**config.mk**
```make
export PLATFORM = sky130hd
export DESIGN_NAME = nia_unit
export DESIGN_NICKNAME = d
export VERILOG_FILES = /design/src/rtl/nia_pkg.sv /design/src/rtl/nia_eq_cmp.sv /design/src/rtl/nia_tgt_adder.sv /design/src/rtl/nia_ld_counter.sv /design/src/rtl/nia_unit.sv
export SDC_FILE = /design/constraint.sdc
export NUM_CORES = 1
export LEC_CHECK = 0
export ABC_AREA = 1
export BUFFER_PORTS_ARGS = -buffer_cell sky130_fd_sc_hd__buf_2
export CORE_MARGIN = 3
export CORE_UTILIZATION = 56
export CTS_BUF_LIST = sky130_fd_sc_hd__clkbuf_2
export DETAILED_ROUTE_END_ITERATION = 6
export GPL_ROUTABILITY_DRIVEN = 1
export PLACE_DENSITY = 0.9
export SYNTH_ARGS = -nofsm -noshare
export SYNTH_HDL_FRONTEND = slang
export SYNTH_HIERARCHICAL = 1
export SYNTH_SLANG_ARGS = --single-unit
```
**constraint.sdc**
```tcl
create_clock -name clk -period 7.05 [get_ports clk]
set_input_delay 0.705 -clock clk [delete_from_list [all_inputs] [get_ports clk]]
set_output_delay 0.705 -clock clk [all_outputs]
set_load 0.02 [all_outputs]
```
**src/rtl/nia_pkg.sv**
```systemverilog
package nia_pkg;
  // Selects which pair of operands the target adder sums
  typedef enum logic {
    SRC_REL = 1'b0,   // incremented address + sign-extended offset
    SRC_ABS = 1'b1    // jump field low bits + 0
  } tgt_src_e;

  localparam int unsigned ADDR_W_DEF = 19;
  localparam int unsigned OPND_W_DEF = 32;
  localparam int unsigned OFS_W_DEF  = 16;
  localparam int unsigned JFLD_W_DEF = 26;
endpackage

```
**src/rtl/nia_eq_cmp.sv**
```systemverilog
module nia_eq_cmp #(
  parameter int unsigned W = 32
) (
  input  logic [W-1:0] a,
  input  logic [W-1:0] b,
  output logic         equal
);
  logic [W-1:0] diff;

  always_comb begin
    diff  = a ^ b;
    equal = ~|diff;
  end
endmodule

```
**src/rtl/nia_tgt_adder.sv**
```systemverilog
module nia_tgt_adder
  import nia_pkg::*;
#(
  parameter int unsigned AW = 19,
  parameter int unsigned OW = 16
) (
  input  tgt_src_e       src,
  input  logic [AW-1:0]  addr_inc,
  input  logic [OW-1:0]  ofs,
  input  logic [AW-1:0]  jaddr,
  output logic [AW-1:0]  target
);
  logic [AW-1:0] ofs_ext;
  logic [AW-1:0] opnd_x;
  logic [AW-1:0] opnd_y;

  generate
    if (OW < AW) begin : g_sext
      assign ofs_ext = {{(AW-OW){ofs[OW-1]}}, ofs};
    end else begin : g_trunc
      assign ofs_ext = ofs[AW-1:0];
    end
  endgenerate

  always_comb begin
    opnd_x = (src == SRC_ABS) ? jaddr : addr_inc;
    opnd_y = (src == SRC_ABS) ? '0    : ofs_ext;
    target = opnd_x + opnd_y;
  end
endmodule

```
**src/rtl/nia_ld_counter.sv**
```systemverilog
module nia_ld_counter #(
  parameter int unsigned AW = 19
) (
  input  logic          clk,
  input  logic          rst_n,
  input  logic          en,
  input  logic          load,
  input  logic [AW-1:0] din,
  output logic [AW-1:0] q,
  output logic [AW-1:0] q_inc
);
  assign q_inc = q + AW'(1);

  always_ff @(posedge clk) begin
    if (!rst_n)       q <= '0;
    else if (en) begin
      if (load)       q <= din;
      else            q <= q_inc;
    end
  end

  // a disabled counter holds
  p_hold_r2: assert property (@(posedge clk) disable iff (!rst_n)
    !en |=> q == $past(q));
  // an enabled counter without load steps by one (modulo)
  p_step_r3: assert property (@(posedge clk) disable iff (!rst_n)
    (en && !load) |=> q == $past(q) + AW'(1));
  // a load takes the parallel input
  p_load_r6: assert property (@(posedge clk) disable iff (!rst_n)
    (en && load) |=> q == $past(din));
endmodule

```
**src/rtl/nia_unit.sv**
```systemverilog
module nia_unit
  import nia_pkg::*;
#(
  parameter int unsigned ADDR_W = ADDR_W_DEF,
  parameter int unsigned OPND_W = OPND_W_DEF,
  parameter int unsigned OFS_W  = OFS_W_DEF,
  parameter int unsigned JFLD_W = JFLD_W_DEF
) (
  input  logic              clk,
  input  logic              rst_n,
  input  logic              stall,
  input  logic              br_en,
  input  logic              jmp_en,
  input  logic [OPND_W-1:0] op_a,
  input  logic [OPND_W-1:0] op_b,
  input  logic [OFS_W-1:0]  br_ofs,
  input  logic [JFLD_W-1:0] jmp_field,
  output logic [ADDR_W-1:0] fetch_addr
);
  localparam int unsigned HI_W = JFLD_W - ADDR_W;

  logic              opnd_eq;
  logic              do_load;
  tgt_src_e          src_sel;
  logic [ADDR_W-1:0] addr_inc;
  logic [ADDR_W-1:0] tgt_addr;
  logic [ADDR_W-1:0] jaddr;
  logic [HI_W-1:0]   unused_jhi;

  assign jaddr      = jmp_field[ADDR_W-1:0];
  assign unused_jhi = jmp_field[JFLD_W-1:ADDR_W];

  nia_eq_cmp #(.W(OPND_W)) u_cmp (
    .a     (op_a),
    .b     (op_b),
    .equal (opnd_eq)
  );

  // Jump has priority over a branch through the source select
  assign src_sel = jmp_en ? SRC_ABS : SRC_REL;
  assign do_load = (br_en & opnd_eq) | jmp_en;

  nia_tgt_adder #(.AW(ADDR_W), .OW(OFS_W)) u_add (
    .src      (src_sel),
    .addr_inc (addr_inc),
    .ofs      (br_ofs),
    .jaddr    (jaddr),
    .target   (tgt_addr)
  );

  nia_ld_counter #(.AW(ADDR_W)) u_cnt (
    .clk   (clk),
    .rst_n (rst_n),
    .en    (!stall),
    .load  (do_load),
    .din   (tgt_addr),
    .q     (fetch_addr),
    .q_inc (addr_inc)
  );

  // a jump lands on the jump field low bits, branch or not
  p_jump_r7: assert property (@(posedge clk) disable iff (!rst_n)
    (!stall && jmp_en) |=> fetch_addr == $past(jmp_field[ADDR_W-1:0]));
  // unequal operands never take a branch
  p_noteq_r5: assert property (@(posedge clk) disable iff (!rst_n)
    (!stall && !jmp_en && (op_a != op_b)) |=> fetch_addr == $past(fetch_addr) + ADDR_W'(1));
  // a self-jump holds the address
  p_halt_r9: assert property (@(posedge clk) disable iff (!rst_n)
    (!stall && jmp_en && jmp_field[ADDR_W-1:0] == fetch_addr) |=> $stable(fetch_addr));
  // stall freezes the port
  p_stall_r2: assert property (@(posedge clk) disable iff (!rst_n)
    stall |=> $stable(fetch_addr));
endmodule

```
# [Yosys cells after proc, flatten, opt, wreduce, memory -nomap -nowiden]
# Index checks and enable logic that the tools add are counted.
[word_totals] out_inout_bits=19 register_bits=19 in_bits=111 word_cells=12
[classes] muxes=4 bitwise=3 reduce_logical=2 n_addsub=2
[ops] operator="two-way mux 19 bit" count=3
[ops] operator="OR reduction 32 bit" count=1
[ops] operator="XOR 32 bit" count=1
[ops] operator="adder 19 x 1 -> 19 bit (second input constant)" count=1
[ops] operator="adder 19 bit" count=1
[ops] operator="bitwise AND 1 bit" count=1
[ops] operator="zero test 1 bit" count=1
[ops] operator="two-way mux 1 bit" count=1
[ops] operator="bitwise OR 1 bit" count=1

# [Logic depth before layout (Yosys ltp)]
[depth] ltp_word=6 depth_mapped=21 depth_no_buf=21

# [By module]
# Netlist, hierarchy kept.
[modules_own_cells] module="nia_tgt_adder" instances=1 cells_per_inst=289 area_per_inst_um2=1420.1
[modules_own_cells] module="nia_ld_counter" instances=1 cells_per_inst=205 area_per_inst_um2=1292.5
[modules_own_cells] module="nia_eq_cmp" instances=1 cells_per_inst=168 area_per_inst_um2=645.6
[modules_own_cells] module="nia_unit" instances=1 cells_per_inst=4 area_per_inst_um2=15.0

# [Least setup slack after synthesis]
# Ideal clock, no wire load.
[synth_timing] kind="input to register" startpoint="input jmp_en" endpoint="register u_cnt.q[16]" path_stages=21 arrival_time_ns=2.625 setup_slack_ns=4.356 n_path_buf=2 setup_time_ns=0.070 cell_sequence="buf_6 -> inv_2 -> buf_2 -> nand2_1 -> nand2_1 -> ha_1 -> inv_1 -> fa_1 -> inv_1 -> nand3_1 -> nand3_1 -> nand2_1 -> nand2_1 -> nand2_1 -> nand2_1 -> nand2_1 -> nand2_1 -> nor2_1 -> nor2_1 -> nand2_1 -> a21oi_1"
[synth_between] elab_chain_len=4 elab_cells_between_ends=6 classes_between="add/sub: 1; mux: 4; bitwise: 1"
[synth_rtl] element="start: declaration" line="nia_unit.sv:13" source="input logic jmp_en,"
[synth_rtl] element="two-way mux 1 bit (*)" line="nia_unit.sv:40" source="assign src_sel = jmp_en ? SRC_ABS : SRC_REL;"
[synth_rtl] element="two-way mux 19 bit, on equally long branches" line="nia_tgt_adder.sv:26, nia_tgt_adder.sv:27"
[synth_rtl] element="adder 19 bit (*)" line="nia_tgt_adder.sv:28" source="target = opnd_x + opnd_y;"
[synth_rtl] element="named net tgt_addr[16]" line="nia_unit.sv:26" source="logic [ADDR_W-1:0] tgt_addr;"
[synth_rtl] element="two-way mux 19 bit (*)" line="nia_ld_counter.sv:17" source="if (load) q <= din;"
[synth_rtl] element="end signal: assignment" line="nia_ld_counter.sv:17"
[synth_rtl] element="end signal: assignment" line="nia_ld_counter.sv:18" source="else q <= q_inc;"
[synth_rtl] element="end: declaration" line="nia_ld_counter.sv:9" source="output logic [AW-1:0] q,"
# The timed path passes the listed nets; every way through them passes the cells marked *.
# A chain may end at the register's enable or synchronous reset.

# [Worst setup path after layout]
[layout_timing] startpoint="input jmp_en" endpoint="register u_cnt.q[9]"
# Same word-level chain as after synthesis.

==> flow_results.org <==
** Clocking
- In this run the number of H-tree levels came out at 1.
- Clock tree synthesis inserted a total of 3 buffers.
- Number of buffers inserted to repair setup after CTS :: 0
- Hold repair after CTS inserted 0 buffers.
- Latest clock arrival within the worst-skew pair :: between 0.3 and 0.4 ns
- Clock transition at path regs :: ~0.19 ns
- The clock drives 19 sinks.
- Post-CTS repair changed the size of 0 cells.
- The clock passes through at most 2 buffers.
- The tree is rooted in a clkbuf_2.
- TritonCTS built the clock tree.

** Drt
- Final ANT Viol Nets :: 0
- The routed layout has ~4,300 vias.
- Routed met3 length :: roughly 590 um
- Wire length on met1 :: between 4 and 5 mm
- Detailed-route vias per instance :: 5.063
- In the detailed route, the total length drawn on met2 is 4.788 mm.
- In the routed design, unresolved DRC markers number 0.
- For this block, the initial DRC count from the detailed router was 277.
- The highest layer touched by signal routing is met4.
- Final Routed Wirelength :: roughly 9.8 mm
- Number of iterations in the first detailed-routing pass :: 5
- After detailed routing, the average wire length per cell comes to roughly 11 um.

** STA
- Minimum hold slack :: slightly above 0.5 ns
- Final Max Slew Viols :: 0
- The smallest clock period supported by the final layout is computed as 3.163 ns.
- At the pin with the least slew margin, the transition time is between 0.6 and 0.7 ns.
- Setup repair after global routing left no endpoint under its margin.
- In the final timing run, aggregate negative setup slack is 0 ns.
- The hold violation count in the final report is 0.
- Setup violations remaining at the end of the flow were counted as 0.
- In this run the tightest slew margin relative to its limit is a little over half.
- Maximum clock frequency :: about 320 MHz
- Clock skew on the completed layout was measured at 0.01059 ns.
- Final setup margin :: ~3.9 ns
- After layout, the worst path uses 44.86% of the clock period.

** Critical path
- Library cell contributing the largest single delay on the critical path :: buf_2
- STA classifies the critical path endpoint as a register.
- Crit start category :: input pin
- Peak fanout along the critical path :: 35
- In this design, the largest share of critical-path delay is due to simple AND/OR/NAND/NOR gates.
- Buffers and inverters on the worst path :: 3
- Data required time of the critical path :: 7.30 ns
- Stage delay of the slowest cell on the critical path :: about 0.46 ns
- The signal on the critical path passes through buf_2, inv_2, or2_1, o21ai_1, inv_1, ha_1, nand2_1, nor2_2, nand3_1, nand3_2, xor2_1, nor2_1, nor2_1, nand2_1, a21oi_1.
- The critical path is of the in -> reg type.
- At the worst endpoint, the arrival time is about 3.4 ns.

** Synthesis
- For this run, the register share of the synthesized area comes to 11.28%.
- Synthesized instance count :: roughly 670
- In this run the cell area of the synthesized design comes to 0.003373 mm^2.
- Number of flip-flops and latches in the synthesized netlist :: 19
- A synthesized cell averages about 5.1 um^2.
- Synthesized net count :: between 700 and 800
- Yosys printed 6 warnings.
- After synthesis, the netlist uses 31 different library cells.

** Power
- Power spread over the standard cell area amounts to 102.6 mW/mm^2.
- Pleak :: between 0.002 and 0.003 uW
- VDD IR-drop max :: around 0.089 mV

** Job
- Max-capacitance violation count :: 0

** Die
- Height of the die :: about 84 um
- Number of primary I/O pins :: 130
- The die covers ~0.007 mm^2.
- The total area inside the core boundary comes to 0.005675 mm^2.
- The initialized floorplan defines 27 standard-cell rows.
- Once the floorplan was initialized, standard cells occupied between 50 and 60% of the core.
- In this run the horizontal extent of the chip is about 84 um.

** Worst hold path
- Class of the worst hold path :: reg -> reg

** Place
- The HPWL after detailed placement is 8.122 mm.
- Port bufs :: ~120
- At the placement stage, the worst setup path has a slack of between 3 and 4 ns.
- Placer Congestion :: roughly 0.87

** Cells and area
- 0 antenna diodes ended up in the layout.
- Largest register by flop count :: u_cnt/q
- Largest register FFs :: 19
- Regs by FF count :: u_cnt/q x19
- Most common cell after layout, fill and taps aside :: nand2_1
- In the final layout, the share of cells above drive strength 1 is between 10% and 20%.
- In the layout the commonest cells are 258 x nand2_1, 122 x buf_2, 107 x inv_1, 96 x nor2_1, 46 x a21oi_1.
- At the end of the flow, the number of nets in the layout was around 910.
- Compared with the post-synthesis result, the final layout area differs by 19.58%.

** Global route
- Pin count of the biggest net entering global routing :: 36
- The first global-routing pass estimated ~17 mm of wire.
- Number of global-route vias before repair :: about 4,000
- Overall fraction of global-route tracks in use :: between 20% and 30%
- Remaining global-route overflow :: 0
- The initial antenna violation count is 0.

** Outcome
- Run status :: finished clean
power by group:
group          internal [uW]  switching [uW]  leakage [uW]
clock network           12.9            35.9     0.0000164
registers                116            13.2      0.000157
logic                   91.6             144       0.00239
total                    221             193       0.00256
worst register-to-register path, cell delays in order, from the launching register on:
cell and delay [ns]:
dfxtp_1 0.44, ha_1 0.23, nand2_2 0.11, nor2_4 0.17
nand2_1 0.14, xnor2_1 0.17, nand2_1 0.08, nand2_1 0.07
ha_1 0.36, nand2_1 0.10, nor2_1 0.17, nand3_1 0.11
nand3_2 0.14, xor2_1 0.32, nor2_1 0.10, nor2_1 0.10
nand2_1 0.07, a21oi_1 0.14
cell usage after synthesis:
cell,count,area share [%]
nand2_1,258,29
inv_1,107,12
nor2_1,96,11
a21oi_1,46,6.8
nand3_1,28,4.2
dfxtp_1,19,11
ha_1,19,7.0
o21ai_0,17,2.5
xor2_1,15,3.9
clkbuf_1,9,1.0
nand2_2,6,1.1
xnor2_1,6,1.6
nor2_2,5,0.93
inv_2,4,0.44
nand4_1,4,0.74
buf_2,3,0.44
nand3_2,3,0.89
o21ai_1,3,0.44
and2_1,2,0.37
nor2_4,2,0.67
nor3_1,2,0.30
or2_1,2,0.37
xor2_2,2,0.96
a221oi_1,1,0.26
buf_6,1,0.33
clkinv_1,1,0.11
fa_1,1,0.59
nor3_4,1,0.48
o211ai_1,1,0.22
o21ai_2,1,0.26
xnor2_2,1,0.48
worst paths after layout:
check                   start           to  slack (ns)  cells after the start
setup / recovery       jmp_en   u_cnt/q[9]        3.89                     15
hold / removal    u_cnt/q[18]  u_cnt/q[18]        0.52                      2
setup reg to reg   u_cnt/q[1]   u_cnt/q[9]        3.97                     17
hold reg to reg   u_cnt/q[18]  u_cnt/q[18]        0.52                      2
layer usage:
metal / track usage [%] / vias up
met5: 0 / -
met4: 5.994 / 0
met3: 1.382 / 20
met2: 50.76 / 160
met1: 34.36 / 1890
li1: - / 2239
layout make-up:
cell class / instances / area (um^2)
clock inverters: 1 / 5.005
repair buffers: 122 / 610.6
multi-input cells: 522 / 2512
inverters: 112 / 420.4
well taps: 72 / 90.09
clock buffers: 3 / 15.01
fillers: 548 / 1642
flip-flops and latches: 19 / 380.4
cells by family (layout without fill, tap and decap cells):
family / after synthesis / in the layout / synth area share, %
and+or+nand+nor: 409 / 409 / 49.41
buffers and inverters: 125 / 238 / 14.24
AOI/OAI and AO/OA: 69 / 69 / 10.53
xor gates and xnor gates: 24 / 24 / 6.899
adders and majority gates: 20 / 20 / 7.641
DFF: 19 / 19 / 11.28
per-stage QoR:
stage,total power (uW),cells,util (%),instance area [um^2]
after floorplan,286.8,666,-,3373
after global placement,353.7,847,70.72,4014
after detailed placement,361.8,847,70.72,4014
after CTS,410.5,851,71.08,4034
after global routing,450.5,851,71.08,4034
final,413.9,851,71.08,4034
Power figures use the tool's default switching activity.
